**config.mk**
```make
export PLATFORM = sky130hd
export DESIGN_NAME = spi_timing_seq
export DESIGN_NICKNAME = d
export VERILOG_FILES = /design/src/rtl/spi_seq_pkg.sv /design/src/rtl/spi_len_calc.sv /design/src/rtl/spi_down_cnt.sv /design/src/rtl/spi_half_track.sv /design/src/rtl/spi_timing_seq.sv
export SDC_FILE = /design/constraint.sdc
export NUM_CORES = 1
export LEC_CHECK = 0
export BUFFER_PORTS_ARGS = -buffer_cell sky130_fd_sc_hd__buf_2
export CAP_MARGIN = 20
export CORE_ASPECT_RATIO = 1.2
export CORE_MARGIN = 4
export CORE_UTILIZATION = 24
export DETAILED_ROUTE_END_ITERATION = 10
export SYNTH_ARGS = -nofsm -noshare
export SYNTH_HDL_FRONTEND = slang
export SYNTH_HIERARCHICAL = 1
export SYNTH_SLANG_ARGS = --single-unit
```
**constraint.sdc**
```tcl
create_clock -name clk -period 9.7 [get_ports clk]
set_input_delay 0.97 -clock clk [delete_from_list [all_inputs] [get_ports clk]]
set_output_delay 0.97 -clock clk [all_outputs]
set_load 0.02 [all_outputs]
```
**src/rtl/spi_seq_pkg.sv**
```systemverilog
// Shared types of the SPI timing sequencer.
package spi_seq_pkg;
    // Phases of one chip-select frame.
    typedef enum logic [1:0] {
        ST_IDLE  = 2'd0,
        ST_SETUP = 2'd1,
        ST_SHIFT = 2'd2,
        ST_GAP   = 2'd3
    } seq_state_t;
endpackage

```
**src/rtl/spi_len_calc.sv**
```systemverilog
// Computes the half-period, setup and gap lengths, in system clocks, from
// the raw fields. Purely combinational. It assumes CNT_W can hold the
// largest gap: gap field shifted by GAP_PS_SHIFT.
module spi_len_calc #(
    parameter int DIV_W        = 8,
    parameter int DLY_W        = 8,
    parameter int CNT_W        = 18,
    parameter int PS_SHIFT     = 5,
    parameter int GAP_SHIFT    = 5,
    parameter int GAP_PS_SHIFT = 10,
    parameter int GAP_MIN      = 4,
    parameter int GAP_MIN_PS   = 128
) (
    input  logic [DIV_W-1:0] div_in,
    input  logic [DLY_W-1:0] setup_in,
    input  logic [DLY_W-1:0] gap_in,
    input  logic             ps_in,
    output logic [CNT_W-1:0] half_len,
    output logic [CNT_W-1:0] setup_len,
    output logic [CNT_W-1:0] gap_len,
    output logic             div_ok
);
    // Length arithmetic for each interval.
    always_comb begin
        half_len = ps_in ? (CNT_W'(div_in) << PS_SHIFT) : CNT_W'(div_in);
        if (setup_in == '0)
            setup_len = half_len;
        else
            setup_len = ps_in ? (CNT_W'(setup_in) << PS_SHIFT) : CNT_W'(setup_in);
        if (gap_in == '0)
            gap_len = ps_in ? CNT_W'(GAP_MIN_PS) : CNT_W'(GAP_MIN);
        else
            gap_len = ps_in ? (CNT_W'(gap_in) << GAP_PS_SHIFT)
                            : (CNT_W'(gap_in) << GAP_SHIFT);
        div_ok = (div_in >= DIV_W'(2));
    end
endmodule

```
**src/rtl/spi_down_cnt.sv**
```systemverilog
// Load-and-count-down interval timer. A loaded value L makes 'last' rise
// L-1 cycles later, so the owning phase lasts exactly L cycles. It assumes
// loads are never zero.
module spi_down_cnt #(
    parameter int CNT_W = 18
) (
    input  logic             clk,
    input  logic             rst_n,
    input  logic             load,
    input  logic [CNT_W-1:0] load_val,
    output logic             last
);
    logic [CNT_W-1:0] cnt;

    // Count register: load, or step down toward zero.
    always_ff @(posedge clk) begin
        if (!rst_n)
            cnt <= '0;
        else if (load)
            cnt <= load_val;
        else if (cnt != '0)
            cnt <= cnt - 1'b1;
    end

    assign last = (cnt == CNT_W'(1));
endmodule

```
**src/rtl/spi_half_track.sv**
```systemverilog
// Counts sclk half-periods within one character. The count is 2*(nbits_m1+1)
// halves; 'odd' marks a trailing half. It assumes clr and inc never coincide.
module spi_half_track #(
    parameter int BITS_W = 4
) (
    input  logic              clk,
    input  logic              rst_n,
    input  logic              clr,
    input  logic              inc,
    input  logic [BITS_W-1:0] nbits_m1,
    output logic              last_half,
    output logic              odd
);
    logic [BITS_W:0] hc;

    // Half-period index register.
    always_ff @(posedge clk) begin
        if (!rst_n)
            hc <= '0;
        else if (clr)
            hc <= '0;
        else if (inc)
            hc <= hc + 1'b1;
    end

    assign last_half = (hc == {nbits_m1, 1'b1});
    assign odd       = hc[0];
endmodule

```
**src/rtl/spi_timing_seq.sv**
```systemverilog
// SPI master timing sequencer: chip select, setup interval, serial clock,
// edge strobes and inter-character gap. Fields are captured at start
// acceptance. It assumes start is a pulse, and that data movement is done
// elsewhere from the strobes.
module spi_timing_seq #(
    parameter int DIV_W  = 8,
    parameter int DLY_W  = 8,
    parameter int BITS_W = 4
) (
    input  logic              clk,
    input  logic              rst_n,
    input  logic              start,
    input  logic              keep_cs,
    input  logic              prescale,
    input  logic              cpol,
    input  logic [DIV_W-1:0]  baud_div,
    input  logic [DLY_W-1:0]  setup_dly,
    input  logic [DLY_W-1:0]  gap_dly,
    input  logic [BITS_W-1:0] char_bits,
    output logic              sclk,
    output logic              cs_n,
    output logic              launch,
    output logic              sample,
    output logic              done
);
    import spi_seq_pkg::*;

    localparam int PS_SHIFT     = 5;
    localparam int GAP_SHIFT    = 5;
    localparam int GAP_PS_SHIFT = 10;
    localparam int HALF_W       = DIV_W + PS_SHIFT;
    localparam int GAPW         = DLY_W + GAP_PS_SHIFT;
    localparam int CNT_W        = (HALF_W > GAPW) ? HALF_W : GAPW;

    seq_state_t         st, st_d;
    logic [CNT_W-1:0]   half_len, setup_len, gap_len;
    logic [CNT_W-1:0]   half_l, gap_l, ld_val;
    logic [BITS_W-1:0]  nb_l;
    logic               keep_l, pend, div_ok;
    logic               ld, take, hc_clr, hc_inc, cnt_last, hc_last, hc_odd;
    logic               sclk_q, sclk_d, lau_d, sam_d, done_d;
    logic               lau_q, sam_q, done_q;

    spi_len_calc #(
        .DIV_W(DIV_W), .DLY_W(DLY_W), .CNT_W(CNT_W), .PS_SHIFT(PS_SHIFT),
        .GAP_SHIFT(GAP_SHIFT), .GAP_PS_SHIFT(GAP_PS_SHIFT),
        .GAP_MIN(4), .GAP_MIN_PS(128)
    ) u_calc (
        .div_in(baud_div), .setup_in(setup_dly), .gap_in(gap_dly),
        .ps_in(prescale), .half_len(half_len), .setup_len(setup_len),
        .gap_len(gap_len), .div_ok(div_ok)
    );

    spi_down_cnt #(.CNT_W(CNT_W)) u_cnt (
        .clk(clk), .rst_n(rst_n), .load(ld), .load_val(ld_val), .last(cnt_last)
    );

    spi_half_track #(.BITS_W(BITS_W)) u_half (
        .clk(clk), .rst_n(rst_n), .clr(hc_clr), .inc(hc_inc),
        .nbits_m1(nb_l), .last_half(hc_last), .odd(hc_odd)
    );

    // Phase sequencing, timer loads and next output values.
    always_comb begin
        st_d   = st;
        ld     = 1'b0;
        ld_val = half_l;
        take   = 1'b0;
        hc_clr = 1'b0;
        hc_inc = 1'b0;
        sclk_d = sclk_q;
        lau_d  = 1'b0;
        sam_d  = 1'b0;
        done_d = 1'b0;
        case (st)
            ST_IDLE: begin
                sclk_d = cpol;
                if (start && div_ok) begin
                    st_d   = ST_SETUP;
                    take   = 1'b1;
                    ld     = 1'b1;
                    ld_val = setup_len;
                end
            end
            ST_SETUP: begin
                if (cnt_last) begin
                    st_d   = ST_SHIFT;
                    ld     = 1'b1;
                    hc_clr = 1'b1;
                    sclk_d = ~sclk_q;
                    sam_d  = 1'b1;
                end
            end
            ST_SHIFT: begin
                if (cnt_last) begin
                    ld = 1'b1;
                    if (hc_last) begin
                        st_d   = ST_GAP;
                        ld_val = gap_l;
                    end else begin
                        hc_inc = 1'b1;
                        sclk_d = ~sclk_q;
                        lau_d  = ~hc_odd;
                        sam_d  = hc_odd;
                    end
                end
            end
            default: begin
                if (cnt_last) begin
                    done_d = 1'b1;
                    if (keep_l && (pend || start) && div_ok) begin
                        st_d   = ST_SHIFT;
                        take   = 1'b1;
                        ld     = 1'b1;
                        ld_val = half_len;
                        hc_clr = 1'b1;
                        sclk_d = ~cpol;
                        sam_d  = 1'b1;
                    end else begin
                        st_d = ST_IDLE;
                    end
                end
            end
        endcase
    end

    // State, captured fields, pending-start flag and registered outputs.
    always_ff @(posedge clk) begin
        if (!rst_n) begin
            st     <= ST_IDLE;
            half_l <= '0;
            gap_l  <= '0;
            nb_l   <= '0;
            keep_l <= 1'b0;
            pend   <= 1'b0;
            sclk_q <= 1'b0;
            lau_q  <= 1'b0;
            sam_q  <= 1'b0;
            done_q <= 1'b0;
        end else begin
            st     <= st_d;
            sclk_q <= sclk_d;
            lau_q  <= lau_d;
            sam_q  <= sam_d;
            done_q <= done_d;
            pend   <= (st == ST_GAP && st_d == ST_GAP) ? (pend | start) : 1'b0;
            if (take) begin
                half_l <= half_len;
                gap_l  <= gap_len;
                nb_l   <= char_bits;
                keep_l <= keep_cs;
            end
        end
    end

    assign sclk   = sclk_q;
    assign cs_n   = (st == ST_IDLE);
    assign launch = lau_q;
    assign sample = sam_q;
    assign done   = done_q;
endmodule

```
# ---- Word level (Yosys, flattened, before mapping)
# Index checks and enable logic that the tools add are counted.
# W data, S select, Z words.
dict set report totals {
  ff_bits 71
  output_inout_bits 5
}
dict set report op_classes {
  n_addsub 2
  n_lt_le_gt_ge 1
  eq_ne 9
  mux 40
  bitwise_logic 7
  n_reduce_logical 19
}
# operator n
set ops {}
lappend ops {{$mux W18} 9}
lappend ops {{$pmux W18 S3} 1}
lappend ops {{$mux W13} 3}
lappend ops {{$eq A18 B1 Y1 const B} 1}
lappend ops {{$reduce_bool A18 Y1} 1}
lappend ops {{$sub A18 B1 Y18 const B} 1}
lappend ops {{$logic_not A8 Y1} 2}
lappend ops {{$mux W1} 14}
lappend ops {{$mux W2} 6}
lappend ops {{$ge A8 B2 Y1 const B} 1}
lappend ops {{$mux W8} 1}
lappend ops {{$reduce_or A4 Y1} 2}
lappend ops {{$eq A2 B2 Y1 const B} 3}
lappend ops {{$ne A2 B2 Y1 const B} 3}
lappend ops {{$not A1 Y1} 6}
lappend ops {{$pmux W1 S2} 3}
lappend ops {{$pmux W1 S3} 2}
lappend ops {{$pmux W2 S3} 1}
lappend ops {{$reduce_or A2 Y1} 3}
lappend ops {{$add A5 B1 Y5 const B} 1}
lappend ops {{$eq A5 B5 Y1} 1}
lappend ops {{$reduce_and A5 Y1} 1}
lappend ops {{$logic_and A1 B1 Y1} 4}
lappend ops {{$reduce_bool A2 Y1} 2}
lappend ops {{6 further kinds} 6}

# ---- Depth between registers and ports, before layout
# Gate-level depths: netlist (run 1).
dict set report logic_depth {
  depth_word 9
  ltp_mapped 13
}

# ---- Hierarchy
# Netlist (run 1), hierarchy kept.
# module n_inst cells_per_inst area_per_inst_um2 seq_area_each_um2
set modules_own_cells {}
lappend modules_own_cells {spi_timing_seq 1 302 2411.1 960.9}
lappend modules_own_cells {spi_down_cnt 1 125 1002.2 360.3}
lappend modules_own_cells {spi_len_calc 1 91 628.1 0.0}
lappend modules_own_cells {spi_half_track 1 26 244.0 100.1}

# ---- Worst setup path before layout (run 1)
# No wires, ideal clock.
dict set report synth_path {
  path_type {reg2reg}
  start {register u_cnt.cnt[12]}
  end {register u_cnt.cnt[0]}
  arrival_ps 3398
  t_required_ps 9579
  setup_slack_ps 6182
  path_stages_with_launch 13
  path_buffers 3
  period_less_slack_ps 3518
  path_cell_list {dfxtp_1 or3_4 or4_4 nor3_1 o2111ai_4 mux2_2 buf_2 o21ai_0 clkbuf_1 clkinv_1 clkbuf_1 nand4_1 nand3_1}
}
dict set report synth_between {
  elab_chain_cells 4
  elab_cells_between_ends 10
}
# element line
set synth_lines {}
lappend synth_lines {{start: declaration} spi_down_cnt.sv:13} ;# logic [CNT_W-1:0] cnt;
lappend synth_lines {{start signal: assignment} spi_down_cnt.sv:20} ;# cnt <= load_val;
lappend synth_lines {{start signal: assignment} spi_down_cnt.sv:22} ;# cnt <= cnt - 1'b1;
lappend synth_lines {{$eq A18 B1 Y1 (*)} spi_down_cnt.sv:25} ;# assign last = (cnt == CNT_W'(1));
lappend synth_lines {{via cnt_last} spi_timing_seq.sv:40} ;# logic ld, take, hc_clr, hc_inc, cnt_last, hc_last, hc_odd;
lappend synth_lines {{$mux W1, on equally long branches} {spi_timing_seq.sv:109, spi_timing_seq.sv:86, spi_timing_seq.sv:95}}
lappend synth_lines {{$pmux W1 S2 (*)} spi_timing_seq.sv:75} ;# case (st)
lappend synth_lines {{via ld} spi_timing_seq.sv:40}
lappend synth_lines {{$mux W18 / $reduce_bool A2 Y1 (equally long branches)} -}
# Mark *: on every way through the listed nets, which the timed path passes. The rest lies on a longest branch.
# A chain may end at the register's enable or synchronous reset.

# ---- Final worst setup path (run 1)
dict set report layout_path {
  start {register u_cnt.cnt[12]}
  end {register u_cnt.cnt[7]}
}
# Same word-level chain as after synthesis.

==> impl_results.html, run 1 <==
<table>
<tr><th>Metric</th><th>Value</th></tr>
<tr><th colspan="2">Detailed routing</th></tr>
<tr><td>DR DRC count</td><td>0</td></tr>
<tr><td>Mean routed wirelength per cell</td><td>around 14 um</td></tr>
<tr><td>Number of DRC markers after the initial detailed-route iteration</td><td>~300</td></tr>
<tr><td>WL final</td><td>roughly 11000 um</td></tr>
<tr><td>Via-per-instance ratio</td><td>4.795</td></tr>
<tr><td>Number of detailed-routing iterations run before antenna repair</td><td>4</td></tr>
<tr><td>Number of nets still failing antenna checks after routing</td><td>0</td></tr>
<tr><td>Vias</td><td>about 3800</td></tr>
<tr><th colspan="2">Clocking</th></tr>
<tr><td>TritonCTS clock tree</td><td>yes</td></tr>
<tr><td>Sink count of the clock tree</td><td>71</td></tr>
<tr><td>Number of H-tree levels</td><td>3</td></tr>
<tr><td>Clock-pin slew on the worst setup and hold paths</td><td>0.06 ns</td></tr>
<tr><td>Clock root buffer</td><td>clkbuf_16</td></tr>
<tr><td>Total of hold buffers inserted after clock tree synthesis</td><td>0</td></tr>
<tr><td>Post-CTS setup buffers</td><td>0</td></tr>
<tr><td>Number of buffers created by CTS</td><td>9</td></tr>
<tr><td>Max Buffers Root-to-Sink</td><td>2</td></tr>
<tr><td>Worst-skew pair later-pin latency</td><td>around 0.33 ns</td></tr>
<tr><td>Number of gates resized after cts</td><td>0</td></tr>
<tr><th colspan="2">Timing</th></tr>
<tr><td>Unrepaired setup endpoints after global routing</td><td>no</td></tr>
<tr><td>Worst slew pin tran</td><td>between 0.8 and 0.9 ns</td></tr>
<tr><td>Setup total negative slack</td><td>0 ns</td></tr>
<tr><td>Pins Over Slew Limit</td><td>0</td></tr>
<tr><td>Clock skew after layout</td><td>a little over 0.005 ns</td></tr>
<tr><td>Final number of hold-violating endpoints</td><td>0</td></tr>
<tr><td>Final critical-path required period</td><td>3.780 ns</td></tr>
<tr><td>Rel. slew slack</td><td>0.4253</td></tr>
<tr><td>Final cycle utilization of the critical path</td><td>0.3897</td></tr>
<tr><td>Number of endpoints failing setup at the final stage</td><td>0</td></tr>
<tr><td>Fmax</td><td>0.2645 GHz</td></tr>
<tr><th colspan="2">Finish</th></tr>
<tr><td>Sequential cell area in the final layout</td><td>around 0.0014 mm2</td></tr>
<tr><td>Commonest non-fill, non-tap cells in the layout</td><td>nand2_1 (105), dfxtp_1 (71), a21oi_1 (57)</td></tr>
<tr><td>Area growth from synthesis to final layout</td><td>13.64%</td></tr>
<tr><td>Share of cells above drive strength 1</td><td>0.1556</td></tr>
<tr><td>Commonest non-fill, non-tap cell in the layout</td><td>nand2_1</td></tr>
<tr><td>Multi-input logic area</td><td>around 0.0026 mm2</td></tr>
<tr><td>Number of diodes added for antenna fixing</td><td>0</td></tr>
<tr><td>Number of fill cells in the layout</td><td>just under 2000</td></tr>
<tr><td>Number of nets in the finished design</td><td>a little over 600</td></tr>
<tr><td>Final non-filler cell total</td><td>around 790</td></tr>
<tr><th colspan="2">Yosys</th></tr>
<tr><td>Seq/Total Area, Yosys</td><td>0.3317</td></tr>
<tr><td>Number of distinct library cell variants in the gate-level netlist after synthesis</td><td>56</td></tr>
<tr><td>Total number of yosys warnings</td><td>6</td></tr>
<tr><td>Area of the mapped netlist</td><td>~0.0043 mm2</td></tr>
<tr><td>Post-synthesis cell type with the largest combined area</td><td>dfxtp_1</td></tr>
<tr><td>Proportion of netlist area held by the largest area contributor</td><td>0.3317</td></tr>
<tr><td>Ys flop type</td><td>dfxtp_1</td></tr>
<tr><td>Number of flops mapped to enable cells by yosys</td><td>0</td></tr>
<tr><td>Synthesized instance count</td><td>approximately 540</td></tr>
<tr><td>Flip-flop and latch count after synthesis</td><td>just over 70</td></tr>
<tr><td>Post-synthesis area per instance</td><td>7.877 um2</td></tr>
<tr><td>Async SR Flop Fraction</td><td>0</td></tr>
<tr><td>Most area-consuming cells after synthesis</td><td>dfxtp_1 (33%), nand2_1 (9.2%), a21oi_1 (6.7%), nor2_1 (4.1%), a22oi_1 (3.3%)</td></tr>
<tr><th colspan="2">Place</th></tr>
<tr><td>HPWL Detailed</td><td>roughly 7700 um</td></tr>
<tr><td>Placed Cells</td><td>about 780</td></tr>
<tr><td>Buffers on Ports</td><td>38</td></tr>
<tr><td>RePlAce Congestion</td><td>~0.8</td></tr>
<tr><th colspan="2">Worst setup path</th></tr>
<tr><td>Class of the most critical setup path</td><td>reg2reg</td></tr>
<tr><td>Arrival time of data at the critical path endpoint</td><td>between 3 and 4 ns</td></tr>
<tr><td>Crit end category</td><td>flip-flop</td></tr>
<tr><td>CP Launch Point</td><td>u_cnt/cnt[12]</td></tr>
<tr><td>Startpoint type of the worst setup path</td><td>flip-flop</td></tr>
<tr><td>Reg-to-Reg Start</td><td>u_cnt/cnt[12]</td></tr>
<tr><td>Worst path required time</td><td>9.91 ns</td></tr>
<tr><td>Critical-path maximum fanout</td><td>42</td></tr>
<tr><th colspan="2">GRT</th></tr>
<tr><td>GR Overflow Total</td><td>0</td></tr>
<tr><td>Largest net degree at the start of global routing</td><td>45</td></tr>
<tr><td>Via count of the first global-routing pass</td><td>~3700</td></tr>
<tr><td>Antenna violations before repair</td><td>0</td></tr>
<tr><td>Global-route wire length before repair</td><td>between 15000 and 20000 um</td></tr>
<tr><td>Overall fraction of global-route tracks in use</td><td>0.1134</td></tr>
<tr><th colspan="2">Power and ir drop</th></tr>
<tr><td>Net switching power</td><td>0.0004124 W</td></tr>
<tr><td>Part of the total power dissipated in sequential elements</td><td>0.342</td></tr>
<tr><td>Leak Pwr</td><td>1.815 nW</td></tr>
<tr><td>Sw Ratio</td><td>0.3648</td></tr>
<tr><td>Internal power</td><td>between 0.0007 and 0.0008 W</td></tr>
<tr><td>Combinational group share of total power</td><td>0.367</td></tr>
<tr><td>Clock share of power</td><td>0.291</td></tr>
<tr><td>Largest vdd supply drop</td><td>96.52 uV</td></tr>
<tr><td>Power density cells</td><td>232.1 mW/mm2</td></tr>
<tr><th colspan="2">Floorplanning</th></tr>
<tr><td>Die area</td><td>~0.020 mm2</td></tr>
<tr><td>I/O pin count</td><td>39</td></tr>
<tr><td>Initial Utilization</td><td>0.2448</td></tr>
<tr><td>Core region area</td><td>0.01751 mm2</td></tr>
<tr><td>Die Span Y</td><td>approximately 150 um</td></tr>
<tr><td>Width of the die</td><td>about 130 um</td></tr>
<tr><td>Number of placement rows</td><td>53</td></tr>
<tr><th colspan="2">Run status</th></tr>
<tr><td>Run status</td><td>finished clean</td></tr>
<tr><th colspan="2">Hold path</th></tr>
<tr><td>Worst hold path type</td><td>reg2reg</td></tr>
<tr><td>Start point of the worst hold path</td><td>gap_l[13]</td></tr>
<tr><th colspan="2">Flow run</th></tr>
<tr><td>Number of maximum-capacitance constraint violations</td><td>0</td></tr>
</table>
==> layer usage <==
metal / global-route usage / part of all wire / routed length (um)
met1: 0.1548 / 0.47 / 5161
met2: 0.1779 / 0.47 / 5181
met3: 0.02107 / 0.036 / 398
met4: 0.04059 / 0.024 / 261
met5: 0 / 0 / 0
==> worst paths after layout <==
check	end	slack (ns)	depth (start not counted)
hold reg to reg	gap_l[13]	0.45	2
setup / recovery	u_cnt/cnt[7]	5.92	10
setup reg to reg	u_cnt/cnt[7]	5.92	10
hold / removal	gap_l[13]	0.45	2
==> cells by family (layout without fill, tap and decap cells) <==
family                   after synthesis  after routing  synth area share
XOR/XNOR                              20             20           0.04088
AND/OR/NAND/NOR                      247            247            0.2858
adder cells (fa/ha/maj)                8              8           0.02336
AO/OA/AOI/OAI                        130            130            0.2111
other                                  1             14         0.0008751
flip-flops                            71             71            0.3317
multiplexers                          14             14           0.03767
buffers and inverters                 53             68           0.06862
==> cell usage after synthesis (11+ instances only) <==
master   number
nor2b_1      15
a221o_1      11
a22oi_1      19
o21ai_0      12
and2_1       13
buf_2        16
a21oi_1      57
buf_4        16
nor2_1       47
dfxtp_1      71
nand3_1      18
xnor2_1      12
nand2_1     105
==> area by class of cell <==
class,instances,area share
clock buffers,13,0.05139
clock inverters,3,0.008736
flip-flops and latches,71,0.2919
repair buffers,43,0.04676
inverters,9,0.006937
well taps,220,0.05653
multi-input cells,433,0.5378
==> power groups by stage <==
stage	clock (W)	combinational (W)	sequential, W
after global routing	0.000347	0.000469	0.000394
after CTS	0.000336	0.000415	0.000386
after detailed placement	0	0.000413	0.000393
after floorplan	0	0.000336	0.000385
after global placement	0	0.000413	0.000392
final	0.000329	0.000414	0.000386
==> registers in the layout, indices dropped and copies added, names as in the netlist <==
name	cells
done	1
sample	1
half_l	18
pend	1
keep_l	1
st	2
nb_l	4
gap_l	18
u_cnt/cnt	18
launch	1
sclk	1
u_half/hc	5
==> worst max-delay path: stages (launching register included) <==
cell       delay, ns
dfxtp_1         0.34
or3_4           0.41
or4_4           0.45
nor3_1          0.25
buf_4           0.23
o2111ai_4       0.17
mux2_2          0.62
o21ai_1         0.24
clkinv_1        0.45
o211ai_1        0.35
o21ai_0         0.14
==> stage by stage <==
step / setup slack [ns] / utilization / power (W) / cell area (um2) / hold WS [ns]
4_1_cts: 5.923 / 0.2782 / 0.001137 / 4870 / 0.4512
5_1_grt: 5.615 / 0.2782 / 0.001209 / 4870 / 0.4672
2_1_floorplan: 6.182 / - / 0.0007210 / 4334 / 0.4317
3_5_place_dp: 5.937 / 0.2614 / 0.0008052 / 4577 / 0.4434
6_report: 5.920 / 0.2782 / 0.001130 / 4870 / 0.4517
3_3_place_gp: 5.957 / 0.2614 / 0.0008049 / 4577 / 0.4383
(Power assumes the default switching activity.)
==> run 2: changes to the inputs <==
Clock period 9.7 ns to 3.95 ns, I/O delays scaled along.
==> run 2 against run 1 <==
Largest power group unchanged. Highest routed layer unchanged. Critical path depth is the same. Setup slack lost 5.0 ns. Power grew to 2.6 times the previous value. Flip-flop and latch count is the same.
==> impl_results.html, run 2 (synthesis results as in run 1) <==
<table>
<tr><th>Metric</th><th>Value</th></tr>
<tr><th colspan="2">Finish</th></tr>
<tr><td>Sequential cell area in the final layout</td><td>~0.0014 mm2</td></tr>
<tr><td>Area growth from synthesis to final layout</td><td>15.82%</td></tr>
<tr><td>Number of nets in the finished design</td><td>613</td></tr>
<tr><td>Commonest non-fill, non-tap cells in the layout</td><td>nand2_1 (105), dfxtp_1 (71), a21oi_1 (57)</td></tr>
<tr><td>Number of fill cells in the layout</td><td>1948</td></tr>
<tr><td>Multi-input logic area</td><td>around 0.0026 mm2</td></tr>
<tr><td>Final Cell Area</td><td>0.004964 mm2</td></tr>
<tr><td>Commonest non-fill, non-tap cell in the layout</td><td>nand2_1</td></tr>
<tr><td>Largest regs</td><td>gap_l: 18 flops, half_l: 18 flops, u_cnt/cnt: 18 flops</td></tr>
<tr><td>Number of diodes added for antenna fixing</td><td>0</td></tr>
<tr><td>Share of cells above drive strength 1</td><td>0.1667</td></tr>
<tr><th colspan="2">Clocking</th></tr>
<tr><td>TritonCTS clock tree</td><td>yes</td></tr>
<tr><td>Number of H-tree levels</td><td>3</td></tr>
<tr><td>Sink count of the clock tree</td><td>71</td></tr>
<tr><td>Number of gates resized after cts</td><td>0</td></tr>
<tr><td>Max Buffers Root-to-Sink</td><td>2</td></tr>
<tr><td>Clock root buffer</td><td>clkbuf_16</td></tr>
<tr><td>Worst-skew pair later-pin latency</td><td>about 0.33 ns</td></tr>
<tr><td>Total of hold buffers inserted after clock tree synthesis</td><td>0</td></tr>
<tr><td>Clock-pin slew on the worst setup and hold paths</td><td>roughly 0.06 ns</td></tr>
<tr><td>Post-CTS setup buffers</td><td>0</td></tr>
<tr><td>Number of buffers created by CTS</td><td>9</td></tr>
<tr><th colspan="2">Detailed routing</th></tr>
<tr><td>Mean routed wirelength per cell</td><td>13.84 um</td></tr>
<tr><td>Number of DRC markers after the initial detailed-route iteration</td><td>roughly 190</td></tr>
<tr><td>Via-per-instance ratio</td><td>between 4 and 5</td></tr>
<tr><td>Number of detailed-routing iterations run before antenna repair</td><td>5</td></tr>
<tr><td>WL final</td><td>11020 um</td></tr>
<tr><td>Number of nets still failing antenna checks after routing</td><td>0</td></tr>
<tr><td>DR DRC count</td><td>0</td></tr>
<tr><td>Vias</td><td>approximately 3800</td></tr>
<tr><th colspan="2">Worst setup path</th></tr>
<tr><td>CP Launch Point</td><td>u_cnt/cnt[12]</td></tr>
<tr><td>R2r worst-path depth</td><td>10</td></tr>
<tr><td>Reg-to-Reg Start</td><td>u_cnt/cnt[12]</td></tr>
<tr><td>Arrival time of data at the critical path endpoint</td><td>about 3.3 ns</td></tr>
<tr><td>Setup slack, reg-to-reg</td><td>just over 0.9 ns</td></tr>
<tr><td>Crit end category</td><td>flip-flop</td></tr>
<tr><td>Reg-to-reg critical path endpoint</td><td>u_cnt/cnt[16]</td></tr>
<tr><td>Startpoint type of the worst setup path</td><td>flip-flop</td></tr>
<tr><td>Worst path required time</td><td>approximately 4.2 ns</td></tr>
<tr><td>Critical-path maximum fanout</td><td>18</td></tr>
<tr><td>Class of the most critical setup path</td><td>reg2reg</td></tr>
<tr><th colspan="2">GRT</th></tr>
<tr><td>Overall fraction of global-route tracks in use</td><td>0.1140</td></tr>
<tr><td>Via count of the first global-routing pass</td><td>roughly 3800</td></tr>
<tr><td>Largest net degree at the start of global routing</td><td>43</td></tr>
<tr><td>Antenna violations before repair</td><td>0</td></tr>
<tr><td>GR Overflow Total</td><td>0</td></tr>
<tr><td>Global-route wire length before repair</td><td>approximately 19000 um</td></tr>
<tr><th colspan="2">Floorplanning</th></tr>
<tr><td>Die Span Y</td><td>154.4 um</td></tr>
<tr><td>Initial Utilization</td><td>0.2448</td></tr>
<tr><td>I/O pin count</td><td>39</td></tr>
<tr><td>Number of placement rows</td><td>53</td></tr>
<tr><td>Die area</td><td>about 0.020 mm2</td></tr>
<tr><td>Core region area</td><td>~0.018 mm2</td></tr>
<tr><td>Width of the die</td><td>between 100 and 150 um</td></tr>
<tr><th colspan="2">Timing</th></tr>
<tr><td>Final number of hold-violating endpoints</td><td>0</td></tr>
<tr><td>Clock skew after layout</td><td>just over 0.007 ns</td></tr>
<tr><td>Unrepaired setup endpoints after global routing</td><td>no</td></tr>
<tr><td>Final critical-path required period</td><td>~3 ns</td></tr>
<tr><td>Rel. slew slack</td><td>0.2720</td></tr>
<tr><td>Worst slew pin tran</td><td>approximately 1.1 ns</td></tr>
<tr><td>Fmax</td><td>around 0.33 GHz</td></tr>
<tr><td>Final cycle utilization of the critical path</td><td>0.7703</td></tr>
<tr><td>Pins Over Slew Limit</td><td>0</td></tr>
<tr><td>Number of endpoints failing setup at the final stage</td><td>0</td></tr>
<tr><td>Setup total negative slack</td><td>0 ns</td></tr>
<tr><th colspan="2">Hold path</th></tr>
<tr><td>Worst hold path type</td><td>in2reg</td></tr>
<tr><td>Hold-critical path endpoint</td><td>keep_l</td></tr>
<tr><td>Start point of the worst hold path</td><td>keep_cs</td></tr>
<tr><td>Hold Path Cell Cnt</td><td>3</td></tr>
<tr><th colspan="2">Place</th></tr>
<tr><td>Buffers on Ports</td><td>38</td></tr>
<tr><td>HPWL Detailed</td><td>between 7000 and 8000 um</td></tr>
<tr><td>Placed instance area</td><td>0.004607 mm2</td></tr>
<tr><td>RePlAce Congestion</td><td>just under 0.8</td></tr>
<tr><th colspan="2">Power and ir drop</th></tr>
<tr><td>Leak Pwr</td><td>1.870 nW</td></tr>
<tr><td>Power density cells</td><td>approximately 600 mW/mm2</td></tr>
<tr><td>Largest vdd supply drop</td><td>325.0 uV</td></tr>
<tr><th colspan="2">Run status</th></tr>
<tr><td>Run status</td><td>finished clean</td></tr>
<tr><th colspan="2">Flow run</th></tr>
<tr><td>Number of maximum-capacitance constraint violations</td><td>0</td></tr>
</table>
[run 2: changes by cell type in the layout (fill, tap and decap cells not counted), sizes merged]
cell / previous run / this run
bufinv: 1 / 3
clkbuf: 13 / 11
clkinv: 3 / 4
buf: 43 / 47
clkinvlp: 1 / 0
[run 2: metal layers]
metal,track usage,part of all wire,vias to the layer above
met5,0,0,-
met4,0.05545,0.030,0
met3,0.01416,0.032,21
met2,0.1824,0.48,87
met1,0.1506,0.46,1785
li1,-,-,1954
[run 2: how the worst max path moves through the flow]
stage,end
floorplan,u_cnt/cnt[0]
global placement,u_cnt/cnt[7]
detailed placement,u_cnt/cnt[12]
CTS,u_cnt/cnt[16]
global route,u_cnt/cnt[13]
finish,u_cnt/cnt[16]
[run 2: cell type report]
cell class | count | area share
Tap cell | 220 | 0.05546
Clock inverter | 5 | 0.02092
Inverter | 9 | 0.006806
Clock buffer | 11 | 0.05092
Multi-Input combinational cell | 433 | 0.5276
Timing Repair Buffer | 47 | 0.05193
Sequential cell | 71 | 0.2864
[run 2: critical path, cell delays in order, from the launching register on]
cell and delay [ns]:
dfxtp_1 0.34, or3_4 0.41, or4_4 0.45, nor3_1 0.22, buf_4 0.23, and3_1 0.62, a22oi_1 0.19, nor2_1 0.11
a221o_1 0.12, nor2_1 0.05, a211oi_1 0.21
[run 2: metrics by stage]
step / setup slack, ns / total power [W] / std cells / hold slack [ns] / utilization
after floorplan: 0.4316 / 0.001771 / 557 / 0.4317 / -
after global placement: 0.9364 / 0.002004 / 780 / 0.4384 / 0.2632
after detailed placement: 0.9142 / 0.002005 / 780 / 0.4448 / 0.2632
after CTS: 0.9032 / 0.002983 / 796 / 0.2957 / 0.2835
after global routing: 0.6765 / 0.003161 / 796 / 0.3158 / 0.2835
final: 0.9075 / 0.002953 / 796 / 0.3035 / 0.2835
[run 2: where the power goes]
part	total [W]	switching, W	internal, W
Clock	0.000961	0.000310	0.000651
Sequential	0.000952	0.000110	0.000842
Combinational	0.00104	0.000608	0.000432
